**src/rtl/xbus_seq.sv**
```systemverilog
module xbus_seq #(
  parameter int ADDR_CLKS   = 1,
  parameter int STROBE_CLKS = 3,
  parameter int ROM_LIMIT   = 4096
) (
  input  logic        clk,
  input  logic        rst_n,
  input  logic        req_valid,
  input  logic [1:0]  req_kind,
  input  logic [15:0] req_addr,
  input  logic [7:0]  req_wdata,
  input  logic        use_int_rom,
  output logic        busy,
  output logic        done,
  output logic        int_hit,
  output logic [7:0]  rdata,
  output logic [7:0]  ad_out,
  output logic        ad_oe,
  input  logic [7:0]  ad_in,
  output logic [7:0]  hi_addr,
  output logic        ale,
  output logic        psen_n,
  output logic        rd_n,
  output logic        wr_n
);
  localparam int MAXC = (ADDR_CLKS > STROBE_CLKS) ? ADDR_CLKS : STROBE_CLKS;
  localparam int CW   = (MAXC > 1) ? $clog2(MAXC) : 1;
  localparam logic [CW-1:0] ADDR_LAST = CW'(ADDR_CLKS - 1);
  localparam logic [CW-1:0] STRB_LAST = CW'(STROBE_CLKS - 1);
  localparam logic [1:0] K_FETCH = 2'b00, K_READ = 2'b01, K_WRITE = 2'b10, K_NONE = 2'b11;

  typedef enum logic [1:0] {S_IDLE, S_ADDR, S_STRB} st_t;

  st_t         st;
  logic [CW-1:0] cnt;
  logic [1:0]  kind_q;
  logic [15:0] addr_q;
  logic [7:0]  wdata_q;

  wire accept   = (st == S_IDLE) && req_valid && (req_kind != K_NONE);
  wire internal = (req_kind == K_FETCH) && use_int_rom &&
                  ({16'h0, req_addr} < 32'(ROM_LIMIT));
  wire strobing = (st == S_STRB);

  always_ff @(posedge clk) begin
    if (!rst_n) begin
      st      <= S_IDLE;
      cnt     <= '0;
      kind_q  <= K_FETCH;
      addr_q  <= '0;
      wdata_q <= '0;
      rdata   <= '0;
      done    <= 1'b0;
      int_hit <= 1'b0;
    end else begin
      done    <= 1'b0;
      int_hit <= 1'b0;
      unique case (st)
        S_IDLE: if (accept) begin
          if (internal) begin
            done    <= 1'b1;
            int_hit <= 1'b1;
          end else begin
            st      <= S_ADDR;
            cnt     <= '0;
            kind_q  <= req_kind;
            addr_q  <= req_addr;
            wdata_q <= req_wdata;
          end
        end
        S_ADDR: if (cnt == ADDR_LAST) begin
          st  <= S_STRB;
          cnt <= '0;
        end else cnt <= cnt + 1'b1;
        S_STRB: if (cnt == STRB_LAST) begin
          st   <= S_IDLE;
          cnt  <= '0;
          done <= 1'b1;
          if (kind_q != K_WRITE) rdata <= ad_in;
        end else cnt <= cnt + 1'b1;
        default: st <= S_IDLE;
      endcase
    end
  end

  assign busy    = (st != S_IDLE);
  assign ale     = (st == S_ADDR);
  assign ad_oe   = ale || (strobing && kind_q == K_WRITE);
  assign ad_out  = ale ? addr_q[7:0] : wdata_q;
  assign hi_addr = busy ? addr_q[15:8] : 8'h00;
  assign psen_n  = !(strobing && kind_q == K_FETCH);
  assign rd_n    = !(strobing && kind_q == K_READ);
  assign wr_n    = !(strobing && kind_q == K_WRITE);

  a_r12_one_strobe: assert property (@(posedge clk) disable iff (!rst_n)
    $countones({~psen_n, ~rd_n, ~wr_n}) <= 1);
  a_r12_no_strobe_in_addr: assert property (@(posedge clk) disable iff (!rst_n)
    ale |-> (psen_n && rd_n && wr_n));
  a_r2_addr_driven: assert property (@(posedge clk) disable iff (!rst_n)
    ale |-> ad_oe);
  a_r5_bus_released: assert property (@(posedge clk) disable iff (!rst_n)
    !rd_n |-> !ad_oe);
  a_r6_write_driven: assert property (@(posedge clk) disable iff (!rst_n)
    !wr_n |-> (ad_oe && ad_out == wdata_q));
  a_r9_done_not_busy: assert property (@(posedge clk) disable iff (!rst_n)
    done |-> !busy);
  a_r2_strobe_follows_ale: assert property (@(posedge clk) disable iff (!rst_n)
    $fell(ale) |-> !(psen_n && rd_n && wr_n));
  a_r3_hi_stable: assert property (@(posedge clk) disable iff (!rst_n)
    (busy && $past(busy)) |-> $stable(hi_addr));
  a_r7_hit_with_done: assert property (@(posedge clk) disable iff (!rst_n)
    int_hit |-> done);
endmodule

```
**config.mk**
```make
export PLATFORM = sky130hd
export DESIGN_NAME = xbus_seq
export DESIGN_NICKNAME = d
export VERILOG_FILES = /design/src/rtl/xbus_seq.sv
export SDC_FILE = /design/constraint.sdc
export NUM_CORES = 1
export LEC_CHECK = 0
export BUFFER_PORTS_ARGS = -buffer_cell sky130_fd_sc_hd__buf_4
export CORE_MARGIN = 3
export CORE_UTILIZATION = 40
export DETAILED_ROUTE_END_ITERATION = 6
export GPL_ROUTABILITY_DRIVEN = 0
export PLACE_DENSITY = 0.67
export RECOVER_POWER = 25
export SLEW_MARGIN = 20
export SYNTH_ARGS = -nofsm -noshare
export SYNTH_HDL_FRONTEND = slang
export SYNTH_SLANG_ARGS = --single-unit
export TNS_END_PERCENT = 20
```
**constraint.sdc**
```tcl
create_clock -name clk -period 3.2 [get_ports clk]
set_input_delay 0.16 -clock clk [delete_from_list [all_inputs] [get_ports clk]]
set_output_delay 0.16 -clock clk [all_outputs]
set_load 0.02 [all_outputs]
```
### After elaboration in Yosys (flattened, before gate mapping)

Index checks and enable logic that the tools add are counted.

| operators by class | value |
|---|---|
| add/sub/neg operators | 1 |
| magnitude comparators | 1 |
| equality and inequality tests | 11 |
| muxes and demuxes | 16 |
| bitwise gates (word level) | 1 |
| reduce and logical (&&, ||, !) cells | 22 |

Operator list:

| operator | number |
|---|---|
| $lt 16x13->1 const B | 1 |
| $mux 2 | 8 |
| $mux 8 | 2 |
| $pmux 2 s3 | 2 |
| $reduce_and 3->1 | 3 |
| $logic_not 2->1 | 4 |
| $ne 2x2->1 const B | 4 |
| $logic_and 1x1->1 | 7 |
| $eq 2x2->1 const B | 3 |
| $eq 2x1->1 const B | 2 |
| $ne 2x1->1 const B | 2 |
| $reduce_and 4->1 | 1 |
| $logic_not 1->1 | 3 |
| $mux 1 | 3 |
| $reduce_bool 3->1 | 1 |
| $add 2x1->2 const B | 1 |
| $pmux 1 s2 | 1 |
| $reduce_and 2->1 | 1 |
| $reduce_bool 2->1 | 1 |
| $logic_or 1x1->1 | 1 |
| $not 1->1 | 1 |

| storage, ports and cells | value |
|---|---|
| register bits | 40 |
| input bits | 38 |
| output and inout bits | 32 |

### Longest topological paths before layout

| depth | value |
|---|---|
| depth in word-level cells | 6 |
| depth in mapped cells | 7 |
| depth with buffers taken out | 6 |

### Least setup slack after synthesis

No wires, ideal clock.

| timing | value |
|---|---|
| path kind | reg2out |
| start | register st[1] |
| end | output port ad_out[0] |
| arrival | 1487 ps |
| data required time | 3040 ps |
| path slack | 1553 ps |
| cell stages (with the launch flop) | 5 |
| buffers on the path | 1 |
| cells stage by stage | dfxtp_1 -> inv_1 -> ha_1 -> buf_1 -> mux2_2 |

| between the ends | value |
|---|---|
| cells in the longest elaborated chain, start to end | 2 |

RTL lines:

| what | line | source |
|---|---|---|
| start, declared | 34 | `st_t st;` |
| start signal, assigned | 47 | `st <= S_IDLE;` |
| start signal, assigned | 64 | `st <= S_ADDR;` |
| start signal, assigned | 72 | `st <= S_STRB;` |
| $eq 2x1->1 | 87 | `assign ale = (st == S_ADDR);` |
| via ale | 21 | `output logic ale,` |
| $mux 8 | 89 | `assign ad_out = ale ? addr_q[7:0] : wdata_q;` |
| end, declared | 17 | `output logic [7:0] ad_out,` |

The timed path passes the listed nets, and every way through them passes these cells.

### Worst setup path in the final report

| timing | value |
|---|---|
| start | register st[0] |
| end | register addr_q[1] |

| between the ends | value |
|---|---|
| cells in the longest elaborated chain, start to end | 4 |

RTL lines:

| what | line | source |
|---|---|---|
| $logic_not 2->1 * | 40, 58 |  |
| $logic_and 1x1->1 (2 in a row) | 40 | `wire accept = (st == S_IDLE) && req_valid && (req_kind != K_NONE);` |
| $reduce_and 3->1 (no line) * | n/a |  |
| end signal, assigned | 67 | `addr_q <= req_addr;` |
| end, declared | 37 | `logic [15:0] addr_q;` |

Every way passes the cells marked *; elsewhere a longest branch is shown, timed or not.
A chain may end at the register's enable or synchronous reset.

==> results.sh <==
export IMPL_ctsLongestPathBuffers=2
export IMPL_synth_avg_cell_area_um2=10.6
export IMPL_grt_pass1_vias=1340
export IMPL_synth_commonest_cells="nor2b_1, dfxtp_1, mux2i_1"
export IMPL_post_synth_top_count_cell="nor2b_1"
export IMPL_antenna_found_initial=0
export IMPL_critPathBufInv=2
export IMPL_critPathTopFamily="buffers and inverters"
export IMPL_io_pins=70
export IMPL_setup_viol=0
export IMPL_wl_per_cell_um=13.2
export IMPL_drcViolationCount=0
export IMPL_rsz0062_at_grt="false"
export IMPL_p_leak_nw=1.02
export IMPL_chipWidth_um=75.0
export IMPL_crit_type="flip-flop to flip-flop"
export IMPL_clk_transition_reported_paths_ps=70
export IMPL_hold_viol_final=0
export IMPL_fmax_ghz=0.464
export IMPL_start_util_pct=42.6
export IMPL_required_ps=3380
export IMPL_synthArstFlopShare_pct=0
export IMPL_period_share_pct=67.4
export IMPL_first_pass_iters=4
export IMPL_synth_warnings=0
export IMPL_cts_hold_buf=0
export IMPL_path_max_fanout=22
export IMPL_n_antenna_cell=0
export IMPL_row_count=24
export IMPL_setup_tns_final_ps=0
export IMPL_grt_max_degree=44
export IMPL_fin_ws_ps=1040
export IMPL_worst_pin_slew_ps=643
export IMPL_vias=1416
export IMPL_max_slew_margin_pct=57.2
export IMPL_ys_seq_area_share_pct=42.0
export IMPL_ys_types=28
export IMPL_cp_end_kind="flip-flop"
export IMPL_synth_ff_type="dfxtp_1"
export IMPL_slew_violations=0
export IMPL_min_path_type="input pin to flip-flop"
export IMPL_cts_sinks=40
export IMPL_antenna_left=0
export IMPL_powerDensity_nw_per_um2=632
export IMPL_start_kind="flip-flop"
export IMPL_drive_gt1_share_pct=29.0
export IMPL_postCtsSetupRepairBufs=0
export IMPL_cts_buffers=5
export IMPL_grt_overflow=0
export IMPL_synth_top_area_share_pct=42.0
export IMPL_syn_area_um2=1910
export IMPL_finalNonFillerCells=300
export IMPL_hpwl_um=2860
export IMPL_h_tree_depth=2
export IMPL_yosysTopAreaCell="dfxtp_1"
export IMPL_cts_resized=0
export IMPL_netlist_instances=179
export IMPL_synth_seq_cells=40
export IMPL_routed_wl_um=3970
export IMPL_dr_first_iter_drc_count=57
export IMPL_ys_top_cells_by_area="dfxtp_1, mux2i_1, nor2b_1"
export IMPL_nets=293
export IMPL_grt_pass1_wl_um=6330
export IMPL_status="complete, no violations"
export IMPL_pre_cts_slack_ps=1040
export IMPL_cts_root_buf="clkbuf_8"
export IMPL_period_minus_slack_ps=2160
export IMPL_area_growth_pct=29.2
export IMPL_coreArea_um2=4470
export IMPL_max_stage_delay_ps=460
export IMPL_worstPathArrival_ps=2330
export IMPL_cap_viol_max_count=0
export IMPL_io_buffers=69
export IMPL_cpMaxStageDelayCell="o2111a_1"
export IMPL_vdd_drop_max_uv=381
export IMPL_finalClockSkew_ps=8.27
export IMPL_tritoncts="built"
export IMPL_syn_num_nets=225
export IMPL_cp_cell_sequence="inv_1 > ha_1 > o2111a_1 > buf_4 > mux2i_1 > nor2b_1"
export IMPL_p_total_mw=1.55
export IMPL_clk_latency_ps=290
export IMPL_grtUsageTotal_pct=14.8
export IMPL_synth_edf_count=0
export IMPL_fp_dieH_um=75.0
export IMPL_avgViaCountPerCell=4.72
export IMPL_place_inst=292
export IMPL_die_area_um2=5630
## stage by stage
step	area, µm²	util [%]	hold slack [ps]
after global placement	2430	54.3	416
after detailed placement	2430	54.3	423
final	2460	55.0	122
after CTS	2520	56.3	114
after floorplan	1910	-	322
after global routing	2460	55.0	114
## report_power, final
part / total [mW] / internal [mW] / switching [mW] / leakage, nW
Clock: 0.345 / 0.176 / 0.169 / 0.0455
Sequential: 0.583 / 0.553 / 0.0296 / 0.326
Combinational: 0.627 / 0.290 / 0.337 / 0.647
## cell usage in the layout, fill, tap and decap left out, drive strengths merged
master	n
o2111ai	1
a21boi	1
clkbuf	24
a222oi	1
nor2b	42
mux2	8
inv	7
or4b	1
dfxtp	40
nand2	9
nand2b	1
nand3b	1
and2	1
ha	8
or3	1
or3b	1
a21oi	2
buf	54
nor2	2
mux2i	35
and3	2
o2111a	1
a22o	3
a32o	2
## cell families after synthesis
kind of cell,count (synthesis),share of synthesized area [%]
flip-flops,40,42.0
adder cells (fa/ha/maj),8,5.25
buffers and inverters,16,4.79
multiplexers,43,23.1
AND/OR/NAND/NOR,61,19.3
AO/OA/AOI/OAI,11,5.52
## final cells by class
class | count | area, µm²
inverter | 7 | 26.3
timing repair buffer | 70 | 465
multi-input combinational | 123 | 1010
fill | 421 | 2010
sequential | 40 | 801
clock buffer | 8 | 90.1
tap | 52 | 65.1
## registers in the layout, summed over array words and instances (netlist names)
register / flops
addr_q: 16
cnt: 2
done: 1
int_hit: 1
kind_q: 2
rdata: 8
st: 2
wdata_q: 8
## per-layer routing
layer,routed length (µm),part of all wire (%),track usage [%]
met1,1820,46,19.0
met2,1830,46,22.4
met3,302,7.6,6.54
met4,18,0.45,4.15
met5,0,0,0
## final timing paths
path | startpoint | endpoint | slack [ps] | cells after the start
max | st[0]$_SDFFE_PN0P_ | addr_q[1]$_SDFFE_PN0P_ | 1040 | 6
min | req_wdata[5] | wdata_q[5]$_SDFFE_PN0P_ | 120 | 3
max reg2reg | st[0]$_SDFFE_PN0P_ | addr_q[1]$_SDFFE_PN0P_ | 1040 | 6
min reg2reg | st[1]$_SDFFE_PN0P_ | st[1]$_SDFFE_PN0P_ | 480 | 2
## worst register-to-register path, stage by stage (launching register included)
cell and delay, ps:
dfxtp_1 330, inv_1 100, ha_1 440, o2111a_1 460, buf_4 410, mux2i_1 250
nor2b_1 60
(Power assumes the default switching activity.)
